### src/rtl/temp_rrip_pkg.sv
`timescale 1ns/1ps
package temp_rrip_pkg;

  typedef logic [1:0] rrpv_t;

  typedef enum logic [1:0] {
    HINT_NONE = 2'b00,
    HINT_COLD = 2'b01,
    HINT_WARM = 2'b10,
    HINT_HOT  = 2'b11
  } hint_e;

  localparam rrpv_t RRPV_NEAR    = 2'd0;
  localparam rrpv_t RRPV_MID     = 2'd1;
  localparam rrpv_t RRPV_DISTANT = 2'd3;

  // strobes from control to storage
  typedef struct packed {
    logic  hitWr;    // promote the hit way
    logic  fillWr;   // insert into the chosen way
    rrpv_t ageBy;    // amount added to the other ways on a fill
    rrpv_t insRrpv;  // value written into the filled way
  } upd_t;

endpackage

### src/rtl/temp_rrip_ctrl.sv
`timescale 1ns/1ps
module temp_rrip_ctrl
  import temp_rrip_pkg::*;
#(
  parameter int WAYS = 8,
  localparam int WAY_W = $clog2(WAYS)
) (
  input  logic                        lookupValid,
  input  logic                        lookupHit,
  input  logic [WAY_W-1:0]            hitWay,
  input  logic                        fillStrobe,
  input  logic [1:0]                  tempHint,
  input  logic [WAYS-1:0][1:0]        rowRrpv,
  input  logic [WAYS-1:0]             rowValid,
  output logic [WAY_W-1:0]            victimWay,
  output logic [WAY_W-1:0]            wrWay,
  output upd_t                        upd
);

  logic             anyInvalid;
  logic [WAY_W-1:0] firstInvalid;
  logic [WAY_W-1:0] firstOldest;
  rrpv_t            maxRrpv;

  // victim search: invalid ways first, then oldest prediction
  always_comb begin
    anyInvalid   = 1'b0;
    firstInvalid = '0;
    for (int w = WAYS - 1; w >= 0; w--) begin
      if (!rowValid[w]) begin
        anyInvalid   = 1'b1;
        firstInvalid = WAY_W'(w);
      end
    end
    maxRrpv = RRPV_NEAR;
    for (int w = 0; w < WAYS; w++) begin
      if (rowRrpv[w] > maxRrpv) maxRrpv = rowRrpv[w];
    end
    firstOldest = '0;
    for (int w = WAYS - 1; w >= 0; w--) begin
      if (rowRrpv[w] == maxRrpv) firstOldest = WAY_W'(w);
    end
  end

  assign victimWay = anyInvalid ? firstInvalid : firstOldest;

  // strobe decode: a valid hit wins over a fill
  always_comb begin
    upd.hitWr  = lookupValid & lookupHit;
    upd.fillWr = fillStrobe & ~upd.hitWr;
    upd.ageBy  = anyInvalid ? RRPV_NEAR : (RRPV_DISTANT - maxRrpv);
    unique case (hint_e'(tempHint))
      HINT_HOT:  upd.insRrpv = RRPV_NEAR;
      HINT_WARM: upd.insRrpv = RRPV_MID;
      default:   upd.insRrpv = RRPV_DISTANT;
    endcase
  end

  assign wrWay = upd.hitWr ? hitWay : victimWay;

  always_comb begin
    if (anyInvalid) begin
      AST_INVALID_FIRST: assert (!rowValid[victimWay]);
    end else begin
      for (int w = 0; w < WAYS; w++) begin
        AST_VICTIM_IS_OLDEST: assert (rowRrpv[victimWay] >= rowRrpv[w]);
      end
    end
  end

endmodule

### src/rtl/temp_rrip_store.sv
`timescale 1ns/1ps
module temp_rrip_store
  import temp_rrip_pkg::*;
#(
  parameter int WAYS = 8,
  parameter int SETS = 64,
  localparam int WAY_W = $clog2(WAYS),
  localparam int SET_W = $clog2(SETS)
) (
  input  logic                 clk,
  input  logic                 rstN,
  input  logic [SET_W-1:0]     setIdx,
  input  logic [WAY_W-1:0]     wrWay,
  input  upd_t                 upd,
  output logic [WAYS-1:0][1:0] rowRrpv,
  output logic [WAYS-1:0]      rowValid
);

  logic [WAYS-1:0][1:0] rrpvMem  [SETS];
  logic [WAYS-1:0]      validMem [SETS];

  assign rowRrpv  = rrpvMem[setIdx];
  assign rowValid = validMem[setIdx];

  always_ff @(posedge clk or negedge rstN) begin
    if (!rstN) begin
      for (int s = 0; s < SETS; s++) begin
        rrpvMem[s]  <= {WAYS{RRPV_DISTANT}};
        validMem[s] <= '0;
      end
    end else if (upd.hitWr) begin
      rrpvMem[setIdx][wrWay] <= RRPV_NEAR;
    end else if (upd.fillWr) begin
      for (int w = 0; w < WAYS; w++) begin
        if (WAY_W'(w) == wrWay) rrpvMem[setIdx][w] <= upd.insRrpv;
        else                    rrpvMem[setIdx][w] <= rrpvMem[setIdx][w] + upd.ageBy;
      end
      validMem[setIdx][wrWay] <= 1'b1;
    end
  end

  AST_HIT_CLEARS: assert property (@(posedge clk) disable iff (!rstN)
    upd.hitWr |=> rrpvMem[$past(setIdx)][$past(wrWay)] == RRPV_NEAR);

  AST_FILL_MARKS_VALID: assert property (@(posedge clk) disable iff (!rstN)
    upd.fillWr |=> validMem[$past(setIdx)][$past(wrWay)]);

  AST_NO_AGE_WHEN_INVALID: assert property (@(posedge clk) disable iff (!rstN)
    (upd.fillWr && !(&validMem[setIdx])) |-> upd.ageBy == RRPV_NEAR);

  always_comb begin
    if (rstN && upd.fillWr) begin
      for (int w = 0; w < WAYS; w++) begin
        AST_AGE_NO_WRAP: assert ({1'b0, rrpvMem[setIdx][w]} + {1'b0, upd.ageBy} <= 3'd3);
      end
    end
  end

endmodule

### src/rtl/temp_rrip_repl.sv
`timescale 1ns/1ps
module temp_rrip_repl
  import temp_rrip_pkg::*;
#(
  parameter int WAYS = 8,
  parameter int SETS = 64,
  localparam int WAY_W = $clog2(WAYS),
  localparam int SET_W = $clog2(SETS)
) (
  input  logic             clk,
  input  logic             rstN,
  input  logic             lookupValid,
  input  logic             lookupHit,
  input  logic [WAY_W-1:0] hitWay,
  input  logic             fillStrobe,
  input  logic [1:0]       tempHint,
  input  logic [SET_W-1:0] lookupSet,
  output logic [WAY_W-1:0] victimWay
);

  upd_t                 upd;
  logic [WAY_W-1:0]     wrWay;
  logic [WAYS-1:0][1:0] rowRrpv;
  logic [WAYS-1:0]      rowValid;

  temp_rrip_ctrl #(.WAYS(WAYS)) u_ctrl (
    .lookupValid (lookupValid),
    .lookupHit   (lookupHit),
    .hitWay      (hitWay),
    .fillStrobe  (fillStrobe),
    .tempHint    (tempHint),
    .rowRrpv     (rowRrpv),
    .rowValid    (rowValid),
    .victimWay   (victimWay),
    .wrWay       (wrWay),
    .upd         (upd)
  );

  temp_rrip_store #(.WAYS(WAYS), .SETS(SETS)) u_store (
    .clk      (clk),
    .rstN     (rstN),
    .setIdx   (lookupSet),
    .wrWay    (wrWay),
    .upd      (upd),
    .rowRrpv  (rowRrpv),
    .rowValid (rowValid)
  );

endmodule

### config.mk
export PLATFORM = sky130hd
export DESIGN_NAME = temp_rrip_repl
export DESIGN_NICKNAME = d
export VERILOG_FILES = /design/src/rtl/temp_rrip_pkg.sv /design/src/rtl/temp_rrip_ctrl.sv /design/src/rtl/temp_rrip_store.sv /design/src/rtl/temp_rrip_repl.sv
export SDC_FILE = /design/constraint.sdc
export NUM_CORES = 2
export LEC_CHECK = 0
export ABC_CLOCK_PERIOD_IN_PS = 15800
export BUFFER_PORTS_ARGS = -buffer_cell sky130_fd_sc_hd__buf_2
export CORE_MARGIN = 8
export CORE_UTILIZATION = 55
export CTS_BUF_LIST = sky130_fd_sc_hd__clkbuf_4
export DETAILED_ROUTE_END_ITERATION = 10
export PLACE_DENSITY_LB_ADDON = 0.1
export SLEW_MARGIN = 0
export SYNTH_ARGS = -nofsm -noshare
export SYNTH_HDL_FRONTEND = slang
export SYNTH_SLANG_ARGS = --single-unit
### constraint.sdc
create_clock -name clk -period 15.8 [get_ports clk]
set_clock_uncertainty 0.05 [all_clocks]
set_input_delay 1.58 -clock clk [delete_from_list [all_inputs] [get_ports clk]]
set_output_delay 1.58 -clock clk [all_outputs]
set_load 0.02 [all_outputs]
==> flow_summary.ini <==
[die]
die-height_um = 378
rows = 132
die-area_um2 = 143000
ios = 19
start_util = 0.554
coreArea_um2 = 130000
die_x_um = 378

[logic_synthesis]
async_flop_share = 1.00
netlist_area_um2 = 71900
yosysWarnings = 0
synthFlopType = dfstp_2
synth_edf_count = 0
yosysSeqAreaShare = 0.553
ys_types = 93
synth_fp_nets = 6685
avgSynthCellArea_um2 = 10.8
synth_cells = 6639
ys_seq_elements = 1536

[run_status]
outcome = finished, final reports clean

[cells_and_area]
nNetsFinal = 6665
area_growth_pct = 9.76
regArea_um2 = 39700
n_fill_cell = 10900
multi_input_area_um2 = 29200
final_layout_size_suffix_gt1_frac = 0.329

[timing]
finalHoldViolCount = 0
worst_slack_ns = 0.639
report.final.slew_viol_count = 0
rsz0062_at_grt = false
max_clock_freq_ghz = 0.0660
setup_tns_ns = 0
worst_pin_slew_ns = 1.44
min_period_over_period = 0.960
period_minus_slack_ns = 15.16
slew_headroom = 0.0406
setup_viol = 0

[drt]
drc_errors = 0
first_iter_violations = 9305
drtAntennaViolNets = 0
via_per_inst = 7.13
wl_per_cell_um = 33.6
wl_um = 293000
vias = 62100
firstDrtPassIters = 9

[worst_setup_path]
cp.arrival_ns = 13.53
crit_slowest_cell = nor2_2
worst_setup_path_end_kind = output pin
required_ns = 14.17
crit_type = in2out
critPathLaunch = lookupSet[1]
r2r_start = u_store.rrpvMem[67]
critical_path_peak_fanout = 47
cp_slowest_stage_delay_ns = 0.48
startpoint_type = primary input

[grt]
grt.met2_usage = 0.564
grt.busiest_layer = met2
antenna_found_initial = 22
grtUsageTotal = 0.403
grtUsageMet3 = 0.156
gr-usage-met1 = 0.520
globalRouteOverflowTotal = 0
grt_first_pass_wirelength_um = 424000
grt_pass1_vias = 60400
grt_max_degree = 166

[clocking]
cts_max_level = 5
insertion_delay_ns = 1.39
clk_pin_slew_worst_paths_ns = 0.07
clockRootBuffer = clkbuf_4
cts_made_buffers = 414
cts_tree = built
cts_buffer_depth = 4
holdBufCountCts = 0
cts_num_sinks = 1536

[placement]
place_congestion = 0.982
dpl.hpwl_um = 179000
dp_slack_ns = 0.688
io_buffer_count = 18

[power]
p_per_area_nw_per_um2 = 119
cellLeakagePower_nw = 32.6
total_power_mw = 9.40
vdd_drop_max_v = 0.0000840

[min_path]
hold_path.class = in2async

[run]
maxCapViolCount = 0
synthesized netlist by cell type (19+ instances only):
cell type | number | area (µm²)
o21ai_0 | 1998 | 10000
dfstp_2 | 1024 | 26900
dfrtp_1 | 512 | 12800
clkbuf_1 | 460 | 1730
a21o_1 | 261 | 1960
o21bai_1 | 256 | 1920
mux2i_1 | 236 | 2360
nand2_1 | 174 | 653
nand3_1 | 164 | 821
a22oi_1 | 139 | 1040
nor2_1 | 127 | 477
buf_2 | 122 | 611
mux4_2 | 118 | 2660
o21ai_1 | 104 | 521
a221oi_1 | 103 | 902
mux2_2 | 94 | 1060
o22ai_1 | 85 | 532
buf_1 | 69 | 259
a21oi_1 | 62 | 310
buf_4 | 50 | 375
inv_1 | 33 | 124
ha_1 | 30 | 375
a22o_1 | 26 | 228
a31oi_1 | 24 | 150
o221ai_1 | 22 | 193
nand2b_1 | 20 | 125
o22a_1 | 20 | 175
a221o_1 | 19 | 190
buf_6 | 19 | 214
per-stage QoR:
step                      instances  instance area, µm²  hold slack, ns   util
after detailed placement       7939               73500           0.386  0.567
after global placement         7939               73500           0.381  0.567
after global routing           8693               78900           0.203  0.608
after CTS                      8676               78800           0.143  0.608
after floorplan                6639               71900           0.370      -
final                          8703               78900           0.212  0.608
kinds of logic (layout without fill, tap and decap cells):
kind of cell               after synthesis  in the layout  synth area share
other                                    0             21                 0
muxes                                  458            458            0.0865
DFF                                   1536           1536             0.553
buffers and inverters                  760           1061            0.0465
AOI/OAI and AO/OA                     3212           3212             0.264
xor gates and xnor gates                22             22           0.00268
and+or+nand+nor                        621            621            0.0426
adders and majority gates               30             30           0.00522
power breakdown:
| part | internal (mW) | switching (mW) | total, mW |
|---|---|---|---|
| combinational | 0.394 | 0.938 | 1.33 |
| sequential | 4.32 | 0.131 | 4.45 |
| clock | 1.91 | 1.71 | 3.62 |
layer usage:
layer | up-vias | wire length [µm]
li1 | 24700 | -
met1 | 31400 | 109000
met2 | 4674 | 122000
met3 | 1219 | 39600
met4 | 20 | 21700
met5 | - | 412
critical path: cells and delay by family:
kind / cells / cell delay, ns
AOI/OAI and AO/OA: 20 / 5.02
adders and majority gates: 7 / 2.03
buffers and inverters: 11 / 1.63
and+or+nand+nor: 15 / 3.12
path summary, 6_finish.rpt:
path | end | slack, ns | depth (start not counted)
min in group clk | u_store.validMem[270] | 0.40 | 1
setup / recovery | victimWay[1] | 0.64 | 53
hold / removal | u_store.validMem[457] | 0.21 | 1
max in group asynchronous | u_store.validMem[269] | 12.07 | 5
setup reg to reg | u_store.rrpvMem[583] | 2.09 | 50
hold reg to reg | u_store.validMem[270] | 0.40 | 1
registers in the layout, summed over array words and instances, names as in the netlist:
name              count
u_store.rrpvMem    1024
u_store.validMem    512
repair_timing:
action | in CTS | in global routing
setup endpoints to repair | 0 | 3
gates resized for setup | 0 | 6
buffers inserted | 0 | 6
hold endpoints to repair | 0 | 0
final cells by class:
cell class              instances  share of cell area
clock inverters                78             0.00454
inverters                      36             0.00176
diodes                         21            0.000666
multi-input cells            4343               0.370
flip-flops and latches       1536               0.503
repair buffers                288              0.0290
well taps                    1742              0.0276
clock buffers                 659              0.0627
cells in the final DEF (no fill, tap or decap), types with 8 or more instances in the layout:
cell type / count
a211oi_1: 13
a21o_1: 261
a21oi_1: 60
a221o_1: 19
a221oi_1: 103
a22o_1: 26
a22oi_1: 139
a31oi_1: 19
buf_12: 12
buf_2: 14
buf_4: 261
clkbuf_4: 659
clkinv_1: 66
clkinv_2: 8
dfrtp_1: 512
dfstp_2: 1024
diode_2: 21
ha_1: 30
inv_1: 31
mux2_2: 94
mux2i_1: 235
mux2i_4: 8
mux4_2: 118
nand2_1: 173
nand2b_1: 19
nand3_1: 164
nand3b_1: 14
nand4_1: 14
nor2_1: 120
nor3_1: 11
o211ai_1: 9
o21ai_0: 1997
o21ai_1: 105
o21bai_1: 256
o221ai_1: 22
o22a_1: 20
o22ai_1: 85
o2bb2ai_1: 9
xnor2_1: 17
No activity file was read; power rests on OpenSTA's default activity.
